$ cat src/rtl/pmn_pkg.sv
package pmn_pkg;
  // clamp an integer into the signed range of w bits (w <= 31)
  function automatic int sat_clip(int v, int w);
    int hi;
    int lo;
    hi = (1 << (w - 1)) - 1;
    lo = -(1 << (w - 1));
    if (v > hi) return hi;
    if (v < lo) return lo;
    return v;
  endfunction
endpackage

$ cat src/rtl/pmn_min_stage.sv
module pmn_min_stage #(
  parameter int unsigned W     = 16,
  parameter int unsigned VEC_N = 16,
  parameter int unsigned N_IN  = 16,
  parameter int unsigned PAY_W = 1
) (
  input  logic               clk_i,
  input  logic               rst_ni,
  input  logic               valid_i,
  input  logic [VEC_N*W-1:0] vals_i,
  input  logic [PAY_W-1:0]   pay_i,
  output logic               valid_o,
  output logic [VEC_N*W-1:0] vals_o,
  output logic [PAY_W-1:0]   pay_o
);
  localparam int unsigned H = N_IN / 2;

  logic [VEC_N*W-1:0] nxt;

  for (genvar j = 0; j < H; j++) begin : g_cmp
    logic signed [W-1:0] lo_v, hi_v;
    assign lo_v = vals_i[j*W +: W];
    assign hi_v = vals_i[(j+H)*W +: W];
    assign nxt[j*W +: W] = (hi_v < lo_v) ? hi_v : lo_v;
  end
  assign nxt[VEC_N*W-1:H*W] = '0;

  always_ff @(posedge clk_i or negedge rst_ni) begin
    if (!rst_ni) begin
      valid_o <= 1'b0;
      vals_o  <= '0;
      pay_o   <= '0;
    end else begin
      valid_o <= valid_i;
      vals_o  <= nxt;
      pay_o   <= pay_i;
    end
  end

  for (genvar j = 0; j < H; j++) begin : g_chk
    p_tree_min_r3: assert property (@(posedge clk_i) disable iff (!rst_ni)
      valid_o |-> ($signed(vals_o[j*W +: W]) <= $signed($past(vals_i[j*W +: W])))
               && ($signed(vals_o[j*W +: W]) <= $signed($past(vals_i[(j+H)*W +: W]))));
  end
endmodule

$ cat src/rtl/pmn_norm_out.sv
module pmn_norm_out #(
  parameter int unsigned W      = 16,
  parameter int unsigned STATES = 16
) (
  input  logic                clk_i,
  input  logic                rst_ni,
  input  logic                valid_i,
  input  logic                en_i,
  input  logic [W-1:0]        min_i,
  input  logic [STATES*W-1:0] metrics_i,
  output logic                valid_o,
  output logic [STATES*W-1:0] metrics_o,
  output logic [W-1:0]        min_o
);
  logic [STATES*W-1:0] nxt;
  logic [STATES-1:0]   hit, zero_l, neg_l;
  logic                en_q;

  for (genvar k = 0; k < STATES; k++) begin : g_lane
    logic signed [W-1:0] lane_in, mn;
    logic [W-1:0]        lane_out;
    int                  diff;
    assign lane_in  = metrics_i[k*W +: W];
    assign mn       = min_i;
    assign diff     = pmn_pkg::sat_clip(int'(lane_in) - int'(mn), W);
    assign nxt[k*W +: W] = en_i ? W'(diff) : lane_in;
    assign hit[k]   = (lane_in == mn);
    assign lane_out = metrics_o[k*W +: W];
    assign zero_l[k] = (lane_out == '0);
    assign neg_l[k]  = lane_out[W-1];
  end

  always_ff @(posedge clk_i or negedge rst_ni) begin
    if (!rst_ni) begin
      valid_o   <= 1'b0;
      en_q      <= 1'b0;
      metrics_o <= '0;
      min_o     <= '0;
    end else begin
      valid_o   <= valid_i;
      en_q      <= en_i;
      metrics_o <= nxt;
      min_o     <= min_i;
    end
  end

  p_floor_r7: assert property (@(posedge clk_i) disable iff (!rst_ni)
    (valid_o && en_q) |-> ((|zero_l) && !(|neg_l)));
  p_pass_r5: assert property (@(posedge clk_i) disable iff (!rst_ni)
    (valid_o && !en_q) |-> (metrics_o == $past(metrics_i)));
  p_min_src_r3: assert property (@(posedge clk_i) disable iff (!rst_ni)
    valid_o |-> $past(|hit));
endmodule

$ cat src/rtl/pmn_top.sv
module pmn_top #(
  parameter int unsigned NUM_STATES = 16,
  parameter int unsigned METRIC_W   = 16
) (
  input  logic                           clk_i,
  input  logic                           rst_ni,
  input  logic                           valid_i,
  input  logic                           norm_en_i,
  input  logic [NUM_STATES*METRIC_W-1:0] metrics_i,
  output logic                           valid_o,
  output logic [NUM_STATES*METRIC_W-1:0] metrics_o,
  output logic [METRIC_W-1:0]            min_o
);
  localparam int unsigned LVLS  = $clog2(NUM_STATES);
  localparam int unsigned VW    = NUM_STATES * METRIC_W;
  localparam int unsigned PAY_W = VW + 1;

  logic [VW-1:0]    vals_l [LVLS+1];
  logic [PAY_W-1:0] pay_l  [LVLS+1];
  logic             vld_l  [LVLS+1];

  assign vals_l[0] = metrics_i;
  assign pay_l[0]  = {norm_en_i, metrics_i};
  assign vld_l[0]  = valid_i;

  for (genvar l = 0; l < LVLS; l++) begin : g_lvl
    pmn_min_stage #(
      .W(METRIC_W), .VEC_N(NUM_STATES), .N_IN(NUM_STATES >> l), .PAY_W(PAY_W)
    ) u_stage (
      .clk_i  (clk_i),
      .rst_ni (rst_ni),
      .valid_i(vld_l[l]),
      .vals_i (vals_l[l]),
      .pay_i  (pay_l[l]),
      .valid_o(vld_l[l+1]),
      .vals_o (vals_l[l+1]),
      .pay_o  (pay_l[l+1])
    );
  end

  pmn_norm_out #(.W(METRIC_W), .STATES(NUM_STATES)) u_out (
    .clk_i    (clk_i),
    .rst_ni   (rst_ni),
    .valid_i  (vld_l[LVLS]),
    .en_i     (pay_l[LVLS][VW]),
    .min_i    (vals_l[LVLS][METRIC_W-1:0]),
    .metrics_i(pay_l[LVLS][VW-1:0]),
    .valid_o  (valid_o),
    .metrics_o(metrics_o),
    .min_o    (min_o)
  );
endmodule

$ cat config.mk
export PLATFORM = sky130hd
export DESIGN_NAME = pmn_top
export DESIGN_NICKNAME = d
export VERILOG_FILES = /design/src/rtl/pmn_pkg.sv /design/src/rtl/pmn_min_stage.sv /design/src/rtl/pmn_norm_out.sv /design/src/rtl/pmn_top.sv
export SDC_FILE = /design/constraint.sdc
export NUM_CORES = 2
export LEC_CHECK = 0
export ABC_AREA = 0
export BUFFER_PORTS_ARGS = -buffer_cell sky130_fd_sc_hd__buf_2
export CORE_UTILIZATION = 64
export CTS_BUF_LIST = sky130_fd_sc_hd__clkbuf_4 sky130_fd_sc_hd__clkbuf_8 sky130_fd_sc_hd__clkbuf_16
export CTS_CLUSTER_SIZE = 20
export DETAILED_ROUTE_END_ITERATION = 10
export HOLD_SLACK_MARGIN = 0.03
export PLACE_DENSITY = 0.85
export SYNTH_ARGS = -nofsm -noshare
export SYNTH_HDL_FRONTEND = slang
export SYNTH_SLANG_ARGS = --single-unit
$ cat constraint.sdc
create_clock -name clk_i -period 6.6 [get_ports clk_i]
set_input_delay 0.66 -clock clk_i [delete_from_list [all_inputs] [get_ports clk_i]]
set_output_delay 0.66 -clock clk_i [all_outputs]
set_load 0.02 [all_outputs]
== Word level (Yosys, flattened, before mapping) ==
Index checks and enable logic that the tools add are counted.

* Register bits: 1545
* Output and inout bits: 273
* Logic and storage cells: 221

* Add/sub/neg operators: 16
* $lt $le $gt $ge: 47
* Multiplexer cells: 143

{| class="wikitable"
|+ Operators with widths
! operator !! count
|-
| 16-bit two-way mux || 79
|-
| 17-bit by 16-bit greater-than comparator with 1-bit output, second input constant || 16
|-
| 17-bit by 16-bit less-than comparator with 1-bit output, second input constant || 16
|-
| 16-bit by 16-bit subtractor with 17-bit output || 16
|-
| 16-bit less-than comparator || 15
|-
| 15-bit two-way mux || 16
|-
| 1-bit two-way mux || 48
|}

== Logic depth before layout (Yosys ltp) ==
* Word-level depth: 7
* Depth in mapped cells: 14
* Depth with buffers taken out: 12

== Cells and area by module ==
Synthesis repeated with hierarchy kept, for this count alone.

* Cell total of the unflattened synthesis: 6410
* Area total of the unflattened synthesis: 73307.8 µm²

{| class="wikitable"
|+ By module, submodules not included
! module !! times used !! cells an instance !! area each (µm²) !! seq. area each (µm²)
|-
| pmn_norm_out || 1 || 2653 || 23276.1 || 6831.6
|-
| pmn_min_stage at g_lvl[0].u_stage || 1 || 1109 || 15312.2 || 9659.3
|-
| pmn_min_stage at g_lvl[1].u_stage || 1 || 1138 || 13795.7 || 8057.7
|-
| pmn_min_stage at g_lvl[2].u_stage || 1 || 835 || 11140.7 || 7257.0
|-
| pmn_min_stage at g_lvl[3].u_stage || 1 || 675 || 9783.1 || 6856.6
|}

== Least setup slack after synthesis ==
Ideal clock, no wire load.

* Kind: reg2reg
* Start point: reg g_lvl[3].u_stage.vals_o[1]
* End point: reg u_out.metrics_o[220]
* Setup time: 0.125 ns
* Data arrival time: 3.971 ns
* Slack: 2.505 ns
* Stages on the path, launching flop included: 13
* Buffers on the path: 1
* Period minus slack after synthesis: 4.095 ns
* Cell sequence: dfrtp_1 > inv_1 > ha_1 > nor2b_1 > o31a_1 > or4_1 > a311o_1 > a21oi_4 > a21oi_2 > xor2_1 > buf_6 > maj3_2 > mux2_2

* Cells in the longest elaborated chain, start to end: 7
* Elaborated cells between the ends (all ways): 11
* Classes of those cells: add/sub (1); order compare (2); mux (8)

{| class="wikitable"
|+ Ends and longest elaborated chain
! element !! RTL line !! source
|-
| start, declared || pmn_min_stage.sv:13 || <nowiki>output logic [VEC_N*W-1:0] vals_o,</nowiki>
|-
| start signal, assigned || pmn_min_stage.sv:35 || <nowiki>vals_o <= nxt;</nowiki>
|-
| 16-bit by 16-bit subtractor with 17-bit output * || pmn_norm_out.sv:25 || <nowiki>assign diff = pmn_pkg::sat_clip(int'(lane_in) - int'(mn), W);</nowiki>
|-
| 17-bit by 16-bit greater-than comparator with 1-bit output / 17-bit by 16-bit less-than comparator with 1-bit output (equally long branches) || pmn_pkg.sv:8, pmn_pkg.sv:9 ||
|-
| 15-bit two-way mux / 1-bit two-way mux (equally long branches) || pmn_pkg.sv:8, pmn_pkg.sv:9 ||
|-
| 16-bit two-way mux / 1-bit two-way mux (equally long branches) || pmn_pkg.sv:9 || <nowiki>if (v < lo) return lo;</nowiki>
|-
| 16-bit two-way mux || pmn_pkg.sv:10 || <nowiki>return v;</nowiki>
|-
| 16-bit two-way mux * || pmn_pkg.sv:9 ||
|-
| 16-bit two-way mux * || pmn_norm_out.sv:26 || <nowiki>assign nxt[k*W +: W] = en_i ? W'(diff) : lane_in;</nowiki>
|-
| via u_out.nxt[220] || pmn_norm_out.sv:15 || <nowiki>logic [STATES*W-1:0] nxt;</nowiki>
|-
| end signal, assigned || pmn_norm_out.sv:42 || <nowiki>metrics_o <= nxt;</nowiki>
|-
| end, declared || pmn_norm_out.sv:12 || <nowiki>output logic [STATES*W-1:0] metrics_o,</nowiki>
|}

Mark *: on every way through the listed nets, which the timed path passes. The rest lies on a longest branch. The select of a mux whose other input is x is not followed.

== Final worst setup path ==
* Start point: reg g_lvl[3].u_stage.vals_o[8]
* End point: reg u_out.metrics_o[117]

Same word-level chain as after synthesis.

==> impl_metrics.tcl <==
set metrics [dict create \
    max-clock-path-buffers 3 \
    num_vias 45040 \
    setup_viol 0 \
    synth_top_area_share_pct 60.14 \
    fill_cells 6181 \
    grt_max_degree 186 \
    avgSynthCellArea_um2 12.49 \
    cts_made_buffers 153 \
    via_per_inst 6.182 \
    start_util_pct 64.94 \
    cellLeakagePower_nw 35.70 \
    hold_violations 0 \
    reg2reg_depth 10 \
    rsz0062_at_grt "no" \
    worstPathArrival_ns 5.61 \
    clk_latency_ns 0.76 \
    syn_inst 5145 \
    finalSetupTns_ns 0 \
    ys_seq_area_share_pct 60.14 \
    syn_nets 5902 \
    drc 0 \
    overflow 0 \
    ctsHoldBuffers 86 \
    fp-row-count 115 \
    routed_wirelength_mm 185.4 \
    synth_ff_type "dfrtp_1" \
    grt_pass1_vias 44680 \
    dpl-instance-area_mm2 0.06862 \
    layout_common_cells "dfrtp_1 (1542), buf_2 (531), ha_1 (481)" \
    mappedNetlistArea_mm2 0.06429 \
    p_per_area_mw_per_mm2 485.2 \
    cp_max_fo 15 \
    dp_hpwl_mm 128.7 \
    post_cts_buffers 0 \
    die_h_um 318.9 \
    startpoint_type "flip-flop" \
    dieWidth_um 318.9 \
    ioPinCount 533 \
    grtUsageTotal_pct 36.60 \
    final_nets 6608 \
    grt_antenna_before_repair 35 \
    coreArea_mm2 0.09899 \
    final_common_cell "dfrtp_1" \
    max_freq_ghz 0.2016 \
    worst_slew_pin_slew_ns 1.208 \
    hold_depth 1 \
    utilization_pct 75.50 \
    peakVddDrop_mv 0.2632 \
    drt_iter0_drc 4390 \
    dieArea_mm2 0.1017 \
    tritoncts "done" \
    end_kind "flip-flop" \
    gp_congestion 0.9331 \
    p_total_mw 36.27 \
    area_delta_synth_final_pct 16.26 \
    ant_nets 0 \
    final_area_mm2 0.07474 \
    avgRoutedWirePerCell_um 25.45 \
    htreeDepth 4 \
    slew_violations 0 \
    cts_root_buffer "clkbuf_16" \
    detail_route.first_pass.iterations 8 \
    clk_pin_slew_ns 0.06 \
    synthDistinctLibCells 82 \
    cts.sinks 1545 \
    async_flop_share_pct 100.0 \
    status "completed" \
    cap_violations 0 \
    grt_pass1_wl_mm 274.3 \
    fin_crit_sh_pct 75.14 \
    whs_ns 0.06718 \
    cp.required_ns 7.25 \
    synth_top_cell_by_area "dfrtp_1" \
    yosys-top-cells-area "dfrtp_1 (60%), ha_1 (9.4%), mux2_2 (3.4%), a21oi_1 (2.7%), nor2_1 (2.2%)" \
    synth_edf_count 0 \
    drive_above_1_share_pct 18.68 \
    worstHoldPathType "in -> reg" \
    io_buffers 532 \
    period_minus_slack_ns 4.959 \
    synth_seq_cells 1545 \
    postCtsResizedCells 0 \
    crit_type "reg -> reg" \
    clock_skew_ns 0.02383 \
    synth-warning-count 0 \
    relSlewSlack_pct 19.21 \
]
-- cell type report --
type / count / area (um^2) / area share [%]
tap: 1287 / 1610 / 2.155
sequential: 1545 / 38670 / 51.74
timing repair buffer: 671 / 4021 / 5.381
clock buffer: 204 / 4486 / 6.002
clock inverter: 74 / 708.2 / 0.9475
antenna: 24 / 60.06 / 0.08036
inverter: 354 / 1334 / 1.785
multi-input combinational: 3126 / 23850 / 31.91
-- critical path: stages, from the launching register on --
cell and delay, ns:
dfrtp_1 0.34, clkinv_1 0.66, buf_4 0.51, ha_1 0.40, nand2_1 0.09, nor4b_1 0.49
o21ai_0 0.19, a41oi_1 0.95, o21ai_0 0.63, clkbuf_2 0.32, o2bb2ai_1 0.26
-- flip-flops by register name, summed over array words and instances, names as in the netlist --
name	cells
g_lvl.u_stage.pay_o	1028
u_out.metrics_o	256
g_lvl.u_stage.vals_o	240
u_out.min_o	16
g_lvl.u_stage.valid_o	4
u_out.valid_o	1
-- synthesized netlist by cell type, drive strengths merged (10+ instances only) --
| cell type | number |
|---|---|
| dfrtp | 1545 |
| ha | 481 |
| nor2 | 374 |
| inv | 354 |
| a21oi | 343 |
| o21ai | 227 |
| mux2 | 193 |
| nand2 | 165 |
| a21o | 149 |
| o2bb2ai | 136 |
| xnor2 | 117 |
| clkbuf | 113 |
| nor2b | 74 |
| nand2b | 72 |
| o21a | 71 |
| a221o | 54 |
| a211oi | 50 |
| nor3 | 48 |
| xor2 | 48 |
| a22oi | 40 |
| nand3 | 38 |
| a31oi | 30 |
| o211ai | 27 |
| maj3 | 26 |
| mux2i | 25 |
| nand4 | 23 |
| o31a | 23 |
| a221oi | 18 |
| o22ai | 17 |
| a22o | 16 |
| fa | 16 |
| o31ai | 16 |
| o21bai | 15 |
| or3 | 15 |
| o221a | 14 |
| o41ai | 14 |
| and3 | 13 |
| o2111ai | 13 |
| or2 | 11 |
| a211o | 10 |
-- where the power goes --
part / total (mW) / internal, mW / leakage, nW / switching (mW)
Combinational: 15.4 / 5.74 / 15.1 / 9.62
Sequential: 12.1 / 11.0 / 18.0 / 1.02
Clock: 8.84 / 5.13 / 2.56 / 3.72
-- final timing paths --
check,start,endpoint,slack [ns]
setup / recovery,g_lvl[3].u_stage.vals_o[8],u_out.metrics_o[117],1.64
hold / removal,metrics_i[180],g_lvl[0].u_stage.pay_o[180],0.07
setup reg to reg,g_lvl[3].u_stage.vals_o[8],u_out.metrics_o[117],1.64
hold reg to reg,g_lvl[0].u_stage.pay_o[167],g_lvl[1].u_stage.pay_o[167],0.33
max in group asynchronous,rst_ni,u_out.metrics_o[47],4.27
min in group asynchronous,rst_ni,u_out.metrics_o[124],0.58
-- per-layer routing --
layer	track usage, %	vias up	share of wire (%)
met1	48.28	22430	38
met2	56.93	2282	46
met3	8.516	573	9.5
met5	0	-	0.068
li1	-	19740	-
met4	19.43	18	6.0
-- logic make-up after synthesis --
kind of cell	Yosys count	synth area share (%)
flip-flops	1545	60.14
multiplexers	218	3.770
buffers and inverters	474	2.785
AO/OA/AOI/OAI	1355	14.56
adder cells (fa/ha/maj)	523	10.27
AND/OR/NAND/NOR	865	6.228
XOR/XNOR	165	2.248
-- per-stage QoR --
stage / worst slack, ns / cells
global placement: 2.203 / 6896
finish: 1.641 / 7285
detailed placement: 1.867 / 6896
CTS: 1.875 / 7260
floorplan: 2.505 / 5145
global route: 1.598 / 7274
No activity file was read; power rests on OpenSTA's default activity.
